===== config.mk =====
export PLATFORM = sky130hd
export DESIGN_NAME = serial_rx_unit
export DESIGN_NICKNAME = d
export VERILOG_FILES = /design/src/rtl/serial_rx_pkg.sv /design/src/rtl/srx_sync.sv /design/src/rtl/srx_tick_gen.sv /design/src/rtl/srx_framer.sv /design/src/rtl/serial_rx_unit.sv
export SDC_FILE = /design/constraint.sdc
export NUM_CORES = 1
export LEC_CHECK = 0
export BUFFER_PORTS_ARGS = -buffer_cell sky130_fd_sc_hd__buf_4
export CAP_MARGIN = 40
export CORE_ASPECT_RATIO = 0.6
export CORE_MARGIN = 2
export CORE_UTILIZATION = 45
export CTS_CLUSTER_DIAMETER = 120
export DETAILED_ROUTE_END_ITERATION = 8
export PLACE_DENSITY_LB_ADDON = 0.05
export SETUP_SLACK_MARGIN = 0.05
export SYNTH_ARGS = -nofsm -noshare
export SYNTH_HDL_FRONTEND = slang
export SYNTH_SLANG_ARGS = --single-unit

===== constraint.sdc =====
create_clock -name clk -period 4.2 [get_ports clk]
set_clock_uncertainty 0.15 [all_clocks]
set_input_delay 0.21 -clock clk [delete_from_list [all_inputs] [get_ports clk]]
set_output_delay 0.21 -clock clk [all_outputs]
set_load 0.005 [all_outputs]

===== src/rtl/serial_rx_pkg.sv =====
package serial_rx_pkg;

  localparam int unsigned CHAR_MAX_BITS = 9;

  typedef enum logic [2:0] {
    RX_IDLE,
    RX_START,
    RX_DATA,
    RX_PAR,
    RX_STOP
  } rx_state_e;

  typedef struct packed {
    logic [CHAR_MAX_BITS-1:0] data;
    logic                     frame_bad;
    logic                     parity_bad;
  } rx_char_t;

  // character length from the shared 3-bit code; reserved codes fall back to 8
  function automatic logic [3:0] char_bits(input logic [2:0] code);
    logic [3:0] n;
    case (code)
      3'b000:  n = 4'd5;
      3'b001:  n = 4'd6;
      3'b010:  n = 4'd7;
      3'b111:  n = 4'd9;
      default: n = 4'd8;
    endcase
    return n;
  endfunction

  function automatic logic vote3(input logic a, input logic b, input logic c);
    return (a & b) | (a & c) | (b & c);
  endfunction

endpackage


===== src/rtl/srx_sync.sv =====
module srx_sync #(
  parameter int unsigned STAGES = 2
) (
  input  logic clk,
  input  logic rst_n,
  input  logic d,
  output logic q
);

  logic [STAGES-1:0] chain_q;
  logic [STAGES-1:0] chain_d;

  generate
    if (STAGES == 1) begin : g_one
      always_comb chain_d = d;
    end else begin : g_many
      always_comb chain_d = {chain_q[STAGES-2:0], d};
    end
  endgenerate

  // the line idles high, so reset to ones to avoid a false start
  always_ff @(posedge clk or negedge rst_n) begin
    if (!rst_n) chain_q <= '1;
    else        chain_q <= chain_d;
  end

  assign q = chain_q[STAGES-1];

endmodule


===== src/rtl/srx_tick_gen.sv =====
module srx_tick_gen #(
  parameter int unsigned DIV_W = 12
) (
  input  logic             clk,
  input  logic             rst_n,
  input  logic             run,
  input  logic [DIV_W-1:0] divisor,
  output logic             tick
);

  logic [DIV_W-1:0] cnt_q;
  logic [DIV_W-1:0] cnt_d;
  logic             wrap;

  assign wrap = (cnt_q == divisor);

  always_comb begin
    cnt_d = cnt_q;
    if (!run)      cnt_d = '0;
    else if (wrap) cnt_d = '0;
    else           cnt_d = cnt_q + 1'b1;
  end

  always_ff @(posedge clk or negedge rst_n) begin
    if (!rst_n) cnt_q <= '0;
    else        cnt_q <= cnt_d;
  end

  assign tick = run & wrap;

  // with a nonzero divisor held steady, ticks are never back to back
  assert_tick_gap_R2: assert property (@(posedge clk) disable iff (!rst_n)
    (tick && divisor != '0 && $stable(divisor)) |=> !tick);

endmodule


===== src/rtl/srx_framer.sv =====
module srx_framer
  import serial_rx_pkg::*;
#(
  parameter int unsigned OVS = 16
) (
  input  logic       clk,
  input  logic       rst_n,
  input  logic       en,
  input  logic       line,
  input  logic       tick,
  input  logic [2:0] size_code,
  input  logic [1:0] parity_mode,
  output logic       run,
  output logic       done,
  output rx_char_t   char_out
);

  localparam int unsigned SUB_W = $clog2(OVS);
  localparam logic [SUB_W-1:0] S_A   = SUB_W'(OVS/2 - 1);
  localparam logic [SUB_W-1:0] S_B   = SUB_W'(OVS/2);
  localparam logic [SUB_W-1:0] S_C   = SUB_W'(OVS/2 + 1);
  localparam logic [SUB_W-1:0] S_END = SUB_W'(OVS - 1);

  rx_state_e              st_q, st_d;
  logic [SUB_W-1:0]       sub_q, sub_d;
  logic [3:0]             idx_q, idx_d;
  logic [CHAR_MAX_BITS-1:0] sh_q, sh_d;
  logic                   sa_q, sa_d, sb_q, sb_d;
  logic                   pacc_q, pacc_d;
  logic                   pbad_q, pbad_d;
  logic                   fbad_q, fbad_d;
  logic                   done_q, done_d;
  logic [3:0]             nbits;
  logic                   vote;
  logic                   odd_sel;

  assign nbits   = char_bits(size_code);
  assign vote    = vote3(sa_q, sb_q, line);
  assign odd_sel = parity_mode[0];

  always_comb begin
    st_d   = st_q;
    sub_d  = sub_q;
    idx_d  = idx_q;
    sh_d   = sh_q;
    sa_d   = sa_q;
    sb_d   = sb_q;
    pacc_d = pacc_q;
    pbad_d = pbad_q;
    fbad_d = fbad_q;
    done_d = 1'b0;
    if (!en) begin
      st_d = RX_IDLE;
    end else if (st_q == RX_IDLE) begin
      if (!line) begin
        st_d  = RX_START;
        sub_d = '0;
      end
    end else if (tick) begin
      sub_d = (sub_q == S_END) ? '0 : sub_q + 1'b1;
      if (sub_q == S_A) sa_d = line;
      if (sub_q == S_B) sb_d = line;
      if (sub_q == S_C) begin
        case (st_q)
          RX_START: if (vote) st_d = RX_IDLE;
          RX_DATA: begin
            sh_d[idx_q] = vote;
            pacc_d      = pacc_q ^ vote;
          end
          RX_PAR:   pbad_d = (vote != (pacc_q ^ odd_sel));
          RX_STOP: begin
            fbad_d = ~vote;
            done_d = 1'b1;
            st_d   = RX_IDLE;
          end
          default: ;
        endcase
      end
      if (sub_q == S_END) begin
        case (st_q)
          RX_START: begin
            st_d   = RX_DATA;
            idx_d  = '0;
            sh_d   = '0;
            pacc_d = 1'b0;
            pbad_d = 1'b0;
          end
          RX_DATA: begin
            if (idx_q == nbits - 4'd1) st_d = parity_mode[1] ? RX_PAR : RX_STOP;
            else                       idx_d = idx_q + 4'd1;
          end
          RX_PAR:  st_d = RX_STOP;
          default: ;
        endcase
      end
    end
  end

  always_ff @(posedge clk or negedge rst_n) begin
    if (!rst_n) begin
      st_q   <= RX_IDLE;
      sub_q  <= '0;
      idx_q  <= '0;
      sh_q   <= '0;
      sa_q   <= 1'b1;
      sb_q   <= 1'b1;
      pacc_q <= 1'b0;
      pbad_q <= 1'b0;
      fbad_q <= 1'b0;
      done_q <= 1'b0;
    end else begin
      st_q   <= st_d;
      sub_q  <= sub_d;
      idx_q  <= idx_d;
      sh_q   <= sh_d;
      sa_q   <= sa_d;
      sb_q   <= sb_d;
      pacc_q <= pacc_d;
      pbad_q <= pbad_d;
      fbad_q <= fbad_d;
      done_q <= done_d;
    end
  end

  assign run                 = (st_q != RX_IDLE);
  assign done                = done_q;
  assign char_out.data       = sh_q;
  assign char_out.frame_bad  = fbad_q;
  assign char_out.parity_bad = pbad_q;

  // a disabled receiver is idle on the next cycle
  assert_disabled_idle_R10: assert property (@(posedge clk) disable iff (!rst_n)
    !en |=> (st_q == RX_IDLE));

  // a completed character is reported for exactly one cycle
  assert_done_single_R8: assert property (@(posedge clk) disable iff (!rst_n)
    done |=> !done);

  // the data index never runs past the selected length
  assert_idx_bound_R4: assert property (@(posedge clk) disable iff (!rst_n)
    (st_q == RX_DATA && $stable(size_code)) |-> (idx_q < nbits));

endmodule


===== src/rtl/serial_rx_unit.sv =====
module serial_rx_unit
  import serial_rx_pkg::*;
#(
  parameter int unsigned DIV_W       = 12,
  parameter int unsigned OVS         = 16,
  parameter int unsigned SYNC_STAGES = 2
) (
  input  logic             clk,
  input  logic             rst_n,
  input  logic             rx_enable,
  input  logic             done_irq_en,
  input  logic [DIV_W-1:0] divisor,
  input  logic [2:0]       size_code,
  input  logic [1:0]       parity_mode,
  input  logic             rx_in,
  input  logic             bus_rd,
  input  logic             bus_wr,
  input  logic [7:0]       bus_wdata,
  output logic             tx_load,
  output logic [7:0]       tx_byte,
  output logic [7:0]       rx_byte,
  output logic             rx_bit8,
  output logic             rx_full,
  output logic             frame_err,
  output logic             overrun_err,
  output logic             parity_err,
  output logic             irq
);

  logic     line_s;
  logic     run;
  logic     tick;
  logic     done;
  rx_char_t new_char;

  rx_char_t hold_q, hold_d;
  logic     full_q, full_d;
  logic     ovr_q, ovr_d;
  logic     accept;

  srx_sync #(.STAGES(SYNC_STAGES)) u_sync (
    .clk   (clk),
    .rst_n (rst_n),
    .d     (rx_in),
    .q     (line_s)
  );

  srx_tick_gen #(.DIV_W(DIV_W)) u_tick (
    .clk     (clk),
    .rst_n   (rst_n),
    .run     (run),
    .divisor (divisor),
    .tick    (tick)
  );

  srx_framer #(.OVS(OVS)) u_framer (
    .clk         (clk),
    .rst_n       (rst_n),
    .en          (rx_enable),
    .line        (line_s),
    .tick        (tick),
    .size_code   (size_code),
    .parity_mode (parity_mode),
    .run         (run),
    .done        (done),
    .char_out    (new_char)
  );

  // a read in the same cycle frees the register for the arriving character
  assign accept = done & (~full_q | bus_rd);

  always_comb begin
    hold_d = hold_q;
    full_d = full_q;
    ovr_d  = ovr_q;
    if (accept) begin
      hold_d = new_char;
      full_d = 1'b1;
      ovr_d  = 1'b0;
    end else if (done) begin
      ovr_d  = 1'b1;
    end else if (bus_rd) begin
      full_d = 1'b0;
      ovr_d  = 1'b0;
    end
  end

  always_ff @(posedge clk or negedge rst_n) begin
    if (!rst_n) begin
      hold_q <= '0;
      full_q <= 1'b0;
      ovr_q  <= 1'b0;
    end else begin
      hold_q <= hold_d;
      full_q <= full_d;
      ovr_q  <= ovr_d;
    end
  end

  assign tx_load     = bus_wr;
  assign tx_byte     = bus_wdata;
  assign rx_byte     = hold_q.data[7:0];
  assign rx_bit8     = hold_q.data[8];
  assign rx_full     = full_q;
  assign frame_err   = hold_q.frame_bad;
  assign parity_err  = hold_q.parity_bad;
  assign overrun_err = ovr_q;
  assign irq         = full_q & done_irq_en;

  // a character arriving into a full, unread register is dropped
  assert_overrun_keep_R9: assert property (@(posedge clk) disable iff (!rst_n)
    (done && full_q && !bus_rd) |=> (overrun_err && $stable(rx_byte) && $stable(rx_bit8)));

  // a read with no arrival empties the register
  assert_read_clears_R8: assert property (@(posedge clk) disable iff (!rst_n)
    (bus_rd && !done) |=> (!rx_full && !overrun_err));

  // a write to the shared location leaves the receive side untouched
  assert_write_inert_R12: assert property (@(posedge clk) disable iff (!rst_n)
    (bus_wr && !bus_rd && !done) |=> ($stable(rx_byte) && $stable(rx_full)));

endmodule


# Word level (Yosys, flattened, before mapping)
# Cells that the tools add are included.
dict set report word_totals {
  reg_bits 53
  input_bits 32
  output_inout_bits 23
  wordCells 117
}
dict set report op_classes {
  n_addsub 4
  n_lt_le_gt_ge 2
  eq_ne 19
  mux 45
  n_bitwise 14
  n_reduce_logical 16
}
# operator n
set op_table {}
lappend op_table {{$mux W9} 4}
lappend op_table {{$mux W3} 9}
lappend op_table {{$mux W12} 2}
lappend op_table {{$mux W4} 5}
lappend op_table {{$mux W1} 19}
lappend op_table {{$pmux W4 S4} 1}
lappend op_table {{$add A12 B1 Y12 const B} 1}
lappend op_table {{$eq A12 B12 Y1} 1}
lappend op_table {{$eq A4 B4 Y1 const B} 3}
lappend op_table {{$bwmux W9} 1}
lappend op_table {{$eq A3 B2 Y1 const B} 3}
lappend op_table {{$pmux W3 S3} 1}
lappend op_table {{$add A4 B1 Y4 const B} 2}
lappend op_table {{$pmux W4 S2} 1}
lappend op_table {{$reduce_and A4 Y1} 2}
lappend op_table {{$and A1 B1 Y1} 6}
lappend op_table {{$eq A3 B1 Y1 const B} 2}
lappend op_table {{$eq A3 B3 Y1 const B} 2}
lappend op_table {{$logic_not A3 Y1} 2}
lappend op_table {{$ne A2 B2 Y1 const B} 3}
lappend op_table {{$pmux W3 S2} 1}
lappend op_table {{$reduce_and A3 Y1} 2}
lappend op_table {{$reduce_and A6 Y1} 1}
lappend op_table {{$reduce_bool A2 Y1} 3}
lappend op_table {{other kinds (16)} 23}

# Longest topological paths before layout
# Gate-level depths: netlist (run 1).
dict set report depth {
  depth_word 12
  ltp_mapped 8
  ltp_nobuf 7
}

# Hierarchy
# Synthesis (run 1) repeated with hierarchy kept, for this count alone.
dict set report hier_totals {
  hier_cells 298
  area_unflattened_um2 3046.7
}
# module instances cells_per_inst area_each_um2 seq_area_each_um2
set by_module_without_submodules {}
lappend by_module_without_submodules {srx_framer 1 183 1675.4 653.1}
lappend by_module_without_submodules {srx_tick_gen 1 73 713.2 300.3}
lappend by_module_without_submodules {serial_rx_unit 1 40 605.6 325.3}
lappend by_module_without_submodules {srx_sync 1 2 52.6 52.6}

# Worst setup path before layout (run 1)
# OpenSTA, ideal clock, no wires.
dict set report synth_path {
  path_type {register -> register}
  from {register u_framer.sub_q[0]}
  to {register u_framer.sh_q[0]}
  setup_ps 126
  arrival_time_ps 1983
  t_required_ps 3924
  path_slack_ps 1941
  stages_incl_launch_ff 9
  path_buffers 2
  synth_period_minus_slack_ps 2259
  cell_sequence {dfrtp_1 -> ha_1 -> and4b_1 -> clkbuf_1 -> nand3_1 -> or4_2 -> buf_2 -> nand2_1 -> mux2i_1}
}
dict set report synth_via {
  elab_chain_cells 4
  elab_cells_between_ends 5
  classes_between {eq/ne: 2; mux: 3}
}
# item line
set synth_rtl {}
lappend synth_rtl {{start, declared} srx_framer.sv:25} ;# logic [SUB_W-1:0] sub_q, sub_d;
lappend synth_rtl {{start signal, assigned} srx_framer.sv:113} ;# sub_q <= sub_d;
lappend synth_rtl {{$eq A4 B4 Y1} srx_framer.sv:63} ;# if (sub_q == S_C) begin
lappend synth_rtl {{$mux W9} srx_framer.sv:63}
lappend synth_rtl {{$mux W9} srx_framer.sv:80} ;# case (st_q)
lappend synth_rtl {{$mux W9 *} srx_framer.sv:79} ;# if (sub_q == S_END) begin
lappend synth_rtl {{end signal, assigned} srx_framer.sv:104} ;# sh_q <= '0;
lappend synth_rtl {{end signal, assigned} srx_framer.sv:115} ;# sh_q <= sh_d;
lappend synth_rtl {{end, declared} srx_framer.sv:27} ;# logic [CHAR_MAX_BITS-1:0] sh_q, sh_d;
# Mark *: on every way between the ends. The rest lies on a longest branch, timed or not.
# A chain may end at the register's enable or synchronous reset.

# Final worst setup path (run 1)
dict set report layout_path {
  from {register u_tick.cnt_q[7]}
  to {register u_framer.st_q[1]}
}
dict set report layout_via {
  elab_chain_cells 4
}
# item line
set layout_rtl {}
lappend layout_rtl {{start, declared} srx_tick_gen.sv:11} ;# logic [DIV_W-1:0] cnt_q;
lappend layout_rtl {{start signal, assigned} srx_tick_gen.sv:26} ;# else cnt_q <= cnt_d;
lappend layout_rtl {{$eq A12 B12 Y1} srx_tick_gen.sv:15} ;# assign wrap = (cnt_q == divisor);
lappend layout_rtl {{$and A1 B1 Y1} srx_tick_gen.sv:29} ;# assign tick = run & wrap;
lappend layout_rtl {{$ne A3 B1 Y1 (no line)} --}
lappend layout_rtl {{$reduce_and A2 Y1 (no line)} --}
lappend layout_rtl {{end signal, assigned} srx_framer.sv:112} ;# st_q <= st_d;
lappend layout_rtl {{end, declared} srx_framer.sv:24} ;# rx_state_e st_q, st_d;
# Every way passes these cells.

==> results of run 1 <==
[cells by family (layout without fill, tap and decap cells)]
logic type / Yosys count / in the layout
AOI/OAI and AO/OA: 31 / 31
xor gates and xnor gates: 24 / 24
adders and majority gates: 9 / 9
buffers and inverters: 28 / 56
DFF: 53 / 53
muxes: 25 / 25
and+or+nand+nor: 128 / 128
[worst max-delay path by stage]
stage / startpoint / end / slack, ns
2_1_floorplan: u_framer.sub_q[0] / u_framer.sh_q[0] / 1.94
3_3_place_gp: u_tick.cnt_q[7] / u_framer.st_q[1] / 1.60
3_5_place_dp: u_tick.cnt_q[7] / u_framer.st_q[1] / 1.58
4_1_cts: u_tick.cnt_q[7] / u_framer.st_q[1] / 1.56
5_1_grt: u_tick.cnt_q[10] / u_framer.st_q[1] / 1.32
6_report: u_tick.cnt_q[7] / u_framer.st_q[1] / 1.55
[critical path: stages (launching register included)]
cell     delay, ns
dfrtp_1       0.43
xnor2_1       0.17
nand4_1       0.30
or3_2         0.70
nor3_1        0.64
a31o_2        0.20
[cell type report]
type                            instances  area, sq um  share of cell area (%)
Multi-Input combinational cell        217         1570                    44.6
Sequential cell                        53         1330                    37.9
Timing Repair Buffer                   40          308                    8.76
Clock buffer                            5          125                    3.56
Tap cell                               87          109                    3.10
Clock inverter                          3         43.8                    1.25
Inverter                                8         30.0                   0.855
[sequential cells by signal, indices dropped and copies added (netlist names), 2 cells and up]
signal	count
rx_byte	8
u_framer.idx_q	4
u_framer.sh_q	9
u_framer.st_q	3
u_framer.sub_q	4
u_sync.chain_q	2
u_tick.cnt_q	12
[metrics by stage]
| stage | cells | cell area, sq um | utilization [%] | power [mW] |
|---|---|---|---|---|
| after floorplan | 298 | 3050 | - | 0.568 |
| after global placement | 402 | 3310 | 50.1 | 0.598 |
| after detailed placement | 402 | 3310 | 50.1 | 0.598 |
| after CTS | 413 | 3510 | 53.1 | 1.08 |
| after global routing | 413 | 3510 | 53.1 | 1.10 |
| final | 413 | 3510 | 53.1 | 1.06 |
[metal layers]
metal  vias up  share of wire [%]
li1       1106                  -
met1      1038                 58
met2        68                 35
met3         9                6.4
met4         0                1.1
met5         -                  0
[power groups by stage]
stage | registers (mW) | logic [mW] | clock network, mW
4_1_cts | 0.520 | 0.0711 | 0.489
6_report | 0.520 | 0.0703 | 0.472
5_1_grt | 0.520 | 0.0784 | 0.505
3_5_place_dp | 0.530 | 0.0684 | 0
2_1_floorplan | 0.527 | 0.0411 | 0
3_3_place_gp | 0.530 | 0.0685 | 0
[timing repair]
| action | in CTS | in global routing |
|---|---|---|
| setup endpoints to repair | 0 | 0 |
| resized for setup | 0 | 0 |
| hold buffers | 3 | 0 |
| endpoints found under the hold margin | 51 | 0 |
[layout by cell type (no fill, tap or decap), drive strengths merged, types with 10 or more instances in the layout]
cell type	netlist	routed
buf	13	37
dfrtp	49	49
nand4	13	13
xnor2	20	20
mux2i	12	12
mux2	13	13
nand3	10	10
nand2	29	29
and3	12	12
nor2	20	20
==> metrics.sh, run 1 <==
GPL.FINAL_WEIGHTED_CONGESTION=0.825
CP_DATA_ARRIVAL_TIME_NS=2.74
HOLD_EP='u_framer.st_q[2]'
NUMBER_OF_GLOBAL_ROUTE_VIAS_BEFORE_REPAIR=2017
GRT-BUSIEST-LAYER='met1'
GR-USAGE-MET1_PCT=33.8
GRT_MAX_DEGREE=54
TIMING.FINAL.CRIT_SHARE_PCT=63.1
DR_TOTAL_VIAS=2221
SYNTH-EDFF-COUNT=0
CLOCK_TREE.HTREE_LEVEL_COUNT=2
INTERNAL_POWER_uW=828
WORSTREGTOREGCELLS=5
END_KIND='register'
P_SEQ_SHARE_PCT=48.9
PORT_BUFFERS=36
SYNTH_TOP_AREA_CELL='dfrtp_1'
WORSTREG2REGEND='u_framer.st_q[1]'
WORSTMARGINPINSLEW_NS=0.718
WORSTPATHREQUIRED_NS=4.28
HOLD_CLASS='primary input to register'
CLOCK.FMAX_MHz=377
NETSWITCHINGFRACTION_PCT=22.1
TIMING.FINAL.MAX_SLEW_VIOLATIONS=0
RELATIVE_SLEW_SLACK_PCT=51.8
GRT_PASS1_WL_UM=11000
POWER_DENSITY_nW_PER_UM2=303
OUTCOME='completed'
GROUTE.LAYER.MET2.USAGE_PCT=22.4
SYNTH-SIMPLE-AREA-SHARE_PCT=23.7
GRT_OVERFLOW_TOTAL=0
SYNTH.LIB_CELLS_USED.DISTINCT=55
CLK-INSERTION-DELAY-LATE_NS=0.29
WHS_PATH_DEPTH=3
SYNTH_COMMONEST_CELLS='49 x dfrtp_1, 29 x nand2_1, 20 x nor2_1, 15 x xnor2_1, 13 x mux2_2'
VIASPERCELL=5.38
DIE_X_UM=110
FIN_WS_NS=1.55
FP.COREAREA_SQ_UM=6620
NNETSFINAL=365
PLACE.DETAILED.HPWL_UM=4860
ASYNCSETRESETFLOPFRACSYNTH_PCT=100
DRT-WIRELENGTH-PER-CELL_UM=16.4
YS_FF_LATCH=53
PART_OF_THE_YOSYS_AREA_USED_FOR_SEQUENTIAL_ELEMENTS_PCT=43.7
VDD_IR_DROP_MAX_V=0.000189
COMBPWRFRAC_PCT=6.6
PLACE_WS_NS=1.58
CRIT_TYPE='register to register'
MAPPEDNETLISTAREA_SQ_UM=3050
WORST_HOLD_SLACK_NS=0.0775
SYNTH.TOP_CELLS.BY_AREA='dfrtp_1 40%, mux2_2 4.8%, xnor2_1 4.3%'
CTS_BUFFERS=5
START_KIND='register'
DRT_FIRST_ITER_VIOLATIONS=217
PERIOD_NEEDED_NS=2.65
TOTALWIRELENGTH_UM=6770
CLK_TRANSITION_REPORTED_PATHS_NS=0.07
YOSYS.AREA_SHARE.ADDER_PCT=3.61
SITE_ROW_COUNT=23
SYNTHESIS.NETS=338
HP-START='rx_enable'
SETUP_VIOL_COUNT_FINAL=0
GRT_USAGE_PCT=19.8
POWER_FRAC_CLOCK_PCT=44.5
MET3_USAGE_PCT=5.02
YOSYS_WARNINGS=0
SYN-INSTANCE-COUNT=298
CTS_SETUP_BUFFERS=0
POST_SYNTH_MUX_AREA_SHARE_PCT=8.74
SETUP.REG_TO_REG.WORST_SLACK_NS=1.55
MAXCAPVIOLATIONS=0
CTS_TREE='built'
MOST_USED_DFF_POST_SYNTH='dfrtp_1'
HOLD_VIOL=0
NUM-FILL-CELLS=617
DIODES=0
DRIVE_ABOVE_1_SHARE_PCT=24.2
POWER.SWITCHING_uW=235
INITIAL_CORE_UTIL_PCT=46.1
CP_MAX_FO=12
SYNTH_LARGEST_TYPE_AREA_FRACTION_PCT=40.2
AREA_SHARE_OF_XOR_XNOR_CELLS_IN_THE_SYNTHESIZED_DESIGN_PCT=8.12
CTSLONGESTPATHBUFFERS=2
CELLLEAKAGEPOWER_nW=1.58
SYNTH_TOP_FAMILY_BY_AREA='simple AND/OR/NAND/NOR gates'
CLOCKROOTBUFFER='clkbuf_16'
SYNTH.MOST_COMMON_CELL='dfrtp_1'
IO-PIN-COUNT=55
SYN_TO_FINAL_GROWTH_PCT=15.2
DETAIL_ROUTE.FIRST_PASS.ITERATIONS=4
FULL_DIE_AREA_SQ_UM=7470
TRITONCTS_NUM_SINKS=53
SYNTH_COMPOUND_AREA_SHARE_PCT=7.14
ANTENNA_VIOLATING_NETS_POST_ROUTE=0
DIE_H_UM=67.8
CRITICAL_PATH.REG2REG.STARTPOINT='u_tick.cnt_q[7]'
ROUTE.DETAILED.DRC=0
SYNTHESIS.AREA_PER_INSTANCE_SQ_UM=10.2
FINAL.SETUP.TNS_NS=0
RSZ0062_AT_GRT='false'
ANTENNA_FOUND_INITIAL=0
Power figures use the tool's default switching activity.
==> inputs of run 2 (changes only) <==
clock period = 2.5 ns   (was 4.2 ns; I/O delays follow)
==> metrics.sh, run 2 (synthesis gave the netlist of run 1 again) <==
RELATIVE_SLEW_SLACK_PCT=54.8
WORSTPATHREQUIRED_NS=2.58
ENDPOINT_OF_THE_WORST_SETUP_TIMING_PATH='u_framer.sa_q'
CP_DATA_ARRIVAL_TIME_NS=2.42
CP_NUM_BUF_INV=0
CP_NUM_CELLS=5
VIASPERCELL=5.28
DIE_H_UM=67.8
CTS_SETUP_BUFFERS=0
HOLD_CLASS='primary input to primary output'
START_KIND='register'
CLOCK.FMAX_MHz=428
CELLLEAKAGEPOWER_nW=1.62
CLOCK_TREE.HTREE_LEVEL_COUNT=2
DIODES=0
POWER_DENSITY_nW_PER_UM2=478
VDD_IR_DROP_MAX_V=0.000346
SYN_TO_FINAL_GROWTH_PCT=17.8
WORST_PATH_DOMINANT_CELL_FAMILY='simple AND/OR/NAND/NOR gates'
DETAILED_PLACE.AREA_SQ_UM=3370
NUMBER_OF_GLOBAL_ROUTE_VIAS_BEFORE_REPAIR=2045
STDCELL_AREA_SQ_UM=3590
FINAL-SEQ-AREA_SQ_UM=1330
CRITICAL_PATH.MAX_STAGE_DELAY_NS=0.70
PLACE.DETAILED.HPWL_UM=4870
GPL.FINAL_WEIGHTED_CONGESTION=0.857
GRT_OVERFLOW_TOTAL=0
FULL_DIE_AREA_SQ_UM=7470
CLK-INSERTION-DELAY-LATE_NS=0.30
NUM-FILL-CELLS=589
LAYOUT_COMMON_CELLS='49 x dfrtp_1, 44 x buf_4, 29 x nand2_1'
TRITONCTS_NUM_SINKS=53
WORSTMARGINPINSLEW_NS=0.678
DRT-WIRELENGTH-PER-CELL_UM=15.9
CTS_TREE='built'
MAXCAPVIOLATIONS=0
SITE_ROW_COUNT=23
FP.COREAREA_SQ_UM=6620
CRITICAL_PATH.REG2REG.STARTPOINT='u_tick.cnt_q[6]'
DETAIL_ROUTE.FIRST_PASS.ITERATIONS=4
MULTIINPUTGATEAREA_SQ_UM=1600
WORST_HOLD_SLACK_NS=0.100
END_KIND='register'
MAX_REG_FLOPS=12
INITIAL_CORE_UTIL_PCT=46.1
NNETSFINAL=373
CRIT_CHAIN='xnor2_2, nand4_2, or4_4, nor3_1, mux2_2'
CP_MAX_FO=13
TOTALWIRELENGTH_UM=6690
WORST_PATH_MAX_DELAY_CELL='or4_4'
ROUTE.DETAILED.DRC=0
SETUP.REG_TO_REG.WORST_SLACK_NS=0.16
DIE_X_UM=110
CLOCKROOTBUFFER='clkbuf_16'
GRT_MAX_DEGREE=54
FINAL.SETUP.TNS_NS=0
ANTENNA_FOUND_INITIAL=0
WORSTREGTOREGCELLS=5
CTSLONGESTPATHBUFFERS=2
DRT_FIRST_ITER_VIOLATIONS=119
REGISTERS.TOP_BY_FF_COUNT='u_tick.cnt_q'
CLK_TRANSITION_REPORTED_PATHS_NS=0.07
DRIVE_ABOVE_1_SHARE_PCT=26.6
CTS_BUFFERS=5
CRIT_TYPE='register to register'
ANTENNA_VIOLATING_NETS_POST_ROUTE=0
TIMING.FINAL.CRIT_SHARE_PCT=93.5
GRT_USAGE_PCT=20.1
TIMING.FINAL.MAX_SLEW_VIOLATIONS=0
PERIOD_NEEDED_NS=2.34
PORT_BUFFERS=36
SETUP_VIOL_COUNT_FINAL=0
COMMONEST_NON_FILL_NON_TAP_CELL_IN_THE_LAYOUT='dfrtp_1'
IO-PIN-COUNT=55
DR_TOTAL_VIAS=2224
HOLD_VIOL=0
RSZ0062_AT_GRT='true'
WORSTREG2REGEND='u_framer.sa_q'
OUTCOME='completed'
TIMING.CRITICAL_PATH.FROM='u_tick.cnt_q[6]'
GRT_PASS1_WL_UM=11000
==> run 2: worst reg2reg max path, cell delays in order, from the launching register on <==
cell and delay (ns):
dfrtp_1 0.45, xnor2_2 0.19, nand4_2 0.17, or4_4 0.70, nor3_1 0.25, mux2_2 0.36
==> run 2: layout make-up <==
type	instances	area share (%)
clock buffers	6	3.86
clock inverters	2	0.383
inverters	8	0.836
multi-input cells	217	44.5
flip-flops and latches	53	37.0
well taps	87	3.03
repair buffers	48	10.3
==> run 2: layer usage <==
layer  global-route usage, %  vias up  wire length [um]
met5                       0        -                 0
met4                    6.09        0                82
met3                    4.44       11               356
met2                    23.1       48              2300
met1                    34.5     1042              3940
li1                        -     1123                 -
==> run 2: repair_timing <==
| action | in CTS | in global routing |
|---|---|---|
| endpoints found under the setup margin | 0 | 5 |
| hold buffers | 4 | 0 |
| resized for setup | 0 | 5 |
| hold endpoints to repair | 54 | 0 |
==> run 2: worst min path at each step <==
stage,slack (ns),cells past startpoint,end,startpoint
3_5_place_dp,0.06,1,u_framer.sub_q[0],rst_n
5_1_grt,0.10,0,tx_byte[7],bus_wdata[7]
4_1_cts,0.09,4,u_framer.st_q[2],parity_mode[1]
3_3_place_gp,0.07,1,u_framer.sub_q[0],rst_n
6_report,0.10,0,tx_byte[1],bus_wdata[1]
2_1_floorplan,-0.32,0,frame_err,rst_n
==> run 2: where the power goes <==
group          internal, mW  total [mW]  leakage [nW]  switching, mW
Combinational        0.0569       0.124         0.831         0.0669
Clock                 0.399       0.721        0.0768          0.322
Sequential            0.864       0.874         0.709        0.00979
Total                  1.32        1.72          1.62          0.399
==> run 2: metrics by stage <==
stage                     total power [mW]  std cells  utilization (%)  setup slack, ns
final                                 1.72        421             54.3            0.162
after global routing                  1.79        421             54.3           0.0261
after CTS                             1.73        421             53.8            0.102
after detailed placement              1.01        409             50.9            0.120
after global placement                1.01        409             50.9            0.174
after floorplan                      0.954        298                -            0.241
==> inputs of run 3 (changes only) <==
SYNTH_HIERARCHICAL = 1   (was not set)
clock period = 3.03 ns   (was 2.5 ns; I/O delays follow)
==> metrics.sh, run 3 <==
DR_TOTAL_VIAS=2231
CTSLONGESTPATHBUFFERS=2
SYNTH.TOP_CELLS.BY_AREA='dfrtp_1 40%, xnor2_1 6.3%, mux2_4 4.9%'
PORT_BUFFERS=36
VIASPERCELL=5.31
TIMING.FINAL.CRIT_SHARE_PCT=82.9
WORSTPATHREQUIRED_NS=3.06
MAXCAPVIOLATIONS=0
SITE_ROW_COUNT=23
CTS-RESIZED-GATES=0
TIMING.FINAL.MAX_SLEW_VIOLATIONS=0
CRITICAL_PATH.MAX_STAGE_DELAY_NS=0.45
SYNTH_LARGEST_TYPE_AREA_FRACTION_PCT=40.2
SYNTH-EDFF-COUNT=0
HOLD_CLASS='primary input to register'
DETAIL_ROUTE.FIRST_PASS.ITERATIONS=4
VDD_IR_DROP_MAX_V=0.000297
MAPPEDNETLISTAREA_SQ_UM=3050
GRT_OVERFLOW_TOTAL=0
ROUTE.DETAILED.DRC=0
FP.COREAREA_SQ_UM=6620
CP_DATA_ARRIVAL_TIME_NS=2.54
DIE_H_UM=67.7
YOSYS_WARNINGS=6
DRT-WIRELENGTH-PER-CELL_UM=15.0
CLK-INSERTION-DELAY-LATE_NS=0.30
TRITONCTS_NUM_SINKS=53
CLK_TRANSITION_REPORTED_PATHS_NS=0.07
PERIOD_NEEDED_NS=2.51
RSZ0062_AT_GRT='false'
PLACE.DETAILED.HPWL_UM=4590
FULL_DIE_AREA_SQ_UM=7470
ANTENNA_FOUND_INITIAL=0
SYNTH_COMMONEST_CELLS='49 x dfrtp_1, 25 x nor2_1, 24 x o21ai_0, 23 x nand2_1, 22 x xnor2_1'
NNETSFINAL=372
SYNTH_TOP_AREA_CELL='dfrtp_1'
GRT_USAGE_PCT=18.5
WORST_PATH_MAX_DELAY_CELL='dfrtp_1'
OUTCOME='completed'
DIE_X_UM=110
NUM-FILL-CELLS=594
CP_MAX_FO=6
SYNTH.LIB_CELLS_USED.DISTINCT=56
SYN-INSTANCE-COUNT=298
SYNTHESIS.AREA_PER_INSTANCE_SQ_UM=10.2
CRIT_CHAIN='xnor2_1, nand4_1, nor4_1, o311ai_1, nor3_1, nand2_1, o41ai_1'
CLOCK_TREE.HTREE_LEVEL_COUNT=2
CELLLEAKAGEPOWER_nW=1.56
MAX_REG_FLOPS=12
DRT_FIRST_ITER_VIOLATIONS=108
POWER_DENSITY_nW_PER_UM2=410
SYN_TO_FINAL_GROWTH_PCT=16.1
FINAL.SETUP.TNS_NS=0
HOLD_VIOL=0
GRT_PASS1_WL_UM=10400
DRIVE_ABOVE_1_SHARE_PCT=25.2
IO-PIN-COUNT=55
NUMBER_OF_GLOBAL_ROUTE_VIAS_BEFORE_REPAIR=2121
SETUP_VIOL_COUNT_FINAL=0
SYNTH.MOST_COMMON_CELL='dfrtp_1'
PART_OF_THE_YOSYS_AREA_USED_FOR_SEQUENTIAL_ELEMENTS_PCT=43.7
GPL.FINAL_WEIGHTED_CONGESTION=0.787
CLOCKROOTBUFFER='clkbuf_16'
GRT_MAX_DEGREE=54
CLOCK.FMAX_MHz=398
ASYNCSETRESETFLOPFRACSYNTH_PCT=100
ANTENNA_VIOLATING_NETS_POST_ROUTE=0
DIODES=0
CRIT_TYPE='register to register'
YS_FF_LATCH=53
LAYOUT_COMMON_CELLS='49 x dfrtp_1, 44 x buf_4, 25 x nor2_1'
FINALNONFILLERCELLS=420
REGISTERS.TOP_BY_FF_COUNT='u_tick/cnt_q'
INITIAL_CORE_UTIL_PCT=46.0
DP.CELLS=408
REPORT.POWER.TOTAL_mW=1.45
RELATIVE_SLEW_SLACK_PCT=55.7
MOST_USED_DFF_POST_SYNTH='dfrtp_1'
SYNTHESIS.NETS=338
TOTALWIRELENGTH_UM=6300
START_KIND='register'
CTS_TREE='built'
CTS_SETUP_BUFFERS=0
CTS_BUFFERS=5
WORSTMARGINPINSLEW_NS=0.665
COMMONEST_NON_FILL_NON_TAP_CELL_IN_THE_LAYOUT='dfrtp_1'
END_KIND='register'
## run 3: cell types whose count changed after synthesis, sizes merged, moves of 6 or more
cell,delta
o21ai,+21
a31oi,+11
and3,-10
mux2i,-10
nand4,-7
buf,+6
nor2,+6
## run 3: layout make-up
cell class              count  area [sq um]  area share [%]
clock buffers               6           129            3.64
clock inverters             2          38.8            1.10
inverters                  10          37.5            1.06
multi-input cells         214          1520            43.0
flip-flops and latches     53          1330            37.6
well taps                  87           109            3.08
repair buffers             48           370            10.5
## run 3: final timing paths
check	start	end	slack, ns	cells after the start
max reg2reg	u_tick/cnt_q[2]	u_framer/idx_q[3]	0.52	7
min	parity_mode[1]	u_framer/st_q[0]	0.10	4
min in group asynchronous	rst_n	rx_byte[7]	0.28	2
max	u_tick/cnt_q[2]	u_framer/idx_q[3]	0.52	7
min reg2reg	u_sync/chain_q[0]	u_sync/chain_q[1]	0.21	0
max in group asynchronous	rst_n	u_tick/cnt_q[2]	2.00	2
## run 3: logic make-up (layout without fill, tap and decap cells)
family,Yosys count,in the layout,share of synthesized area [%]
AND/OR/NAND/NOR,105,105,18.9
AO/OA/AOI/OAI,58,58,12.9
flip-flops,53,53,43.7
buffers and inverters,31,66,6.32
XOR/XNOR,25,25,7.19
multiplexers,17,17,7.43
adder cells (fa/ha/maj),9,9,3.61
## run 3: stage by stage
step                      hold slack, ns  worst slack (ns)  util [%]  instance area (sq um)
after floorplan                   -0.294             0.251         -                   3050
after global placement            0.0847             0.606      50.2                   3320
after detailed placement          0.0828             0.534      50.3                   3330
after CTS                         0.0918             0.485      53.5                   3540
after global routing               0.118             0.233      53.5                   3540
final                              0.103             0.519      53.5                   3540
## run 3: critical path, delay by kind of cell (launching register included)
family           cells  cell delay, ns
AND/OR/NAND/NOR      4            1.00
AO/OA/AOI/OAI        2            0.59
flip-flops           1            0.45
XOR/XNOR             1            0.20
## run 3: timing repair
action                                  4_1_cts  5_1_grt
hold buffers                                  4        0
endpoints found under the setup margin        0        0
hold endpoints to repair                     52        0
## run 3: layer usage
metal / share of wire [%] / wire length [um] / GRT usage [%] / up-vias
met5: 0 / 0 / 0 / -
met3: 4.0 / 249 / 5.12 / 5
met2: 42 / 2630 / 27.3 / 48
met4: 0.79 / 50 / 6.09 / 0
li1: - / - / - / 1117
met1: 54 / 3370 / 26.3 / 1061
## run 3: where the power goes
group,total [mW],internal (mW),switching (mW)
registers,0.718,0.713,0.00490
logic,0.0892,0.0434,0.0458
clock network,0.645,0.392,0.253
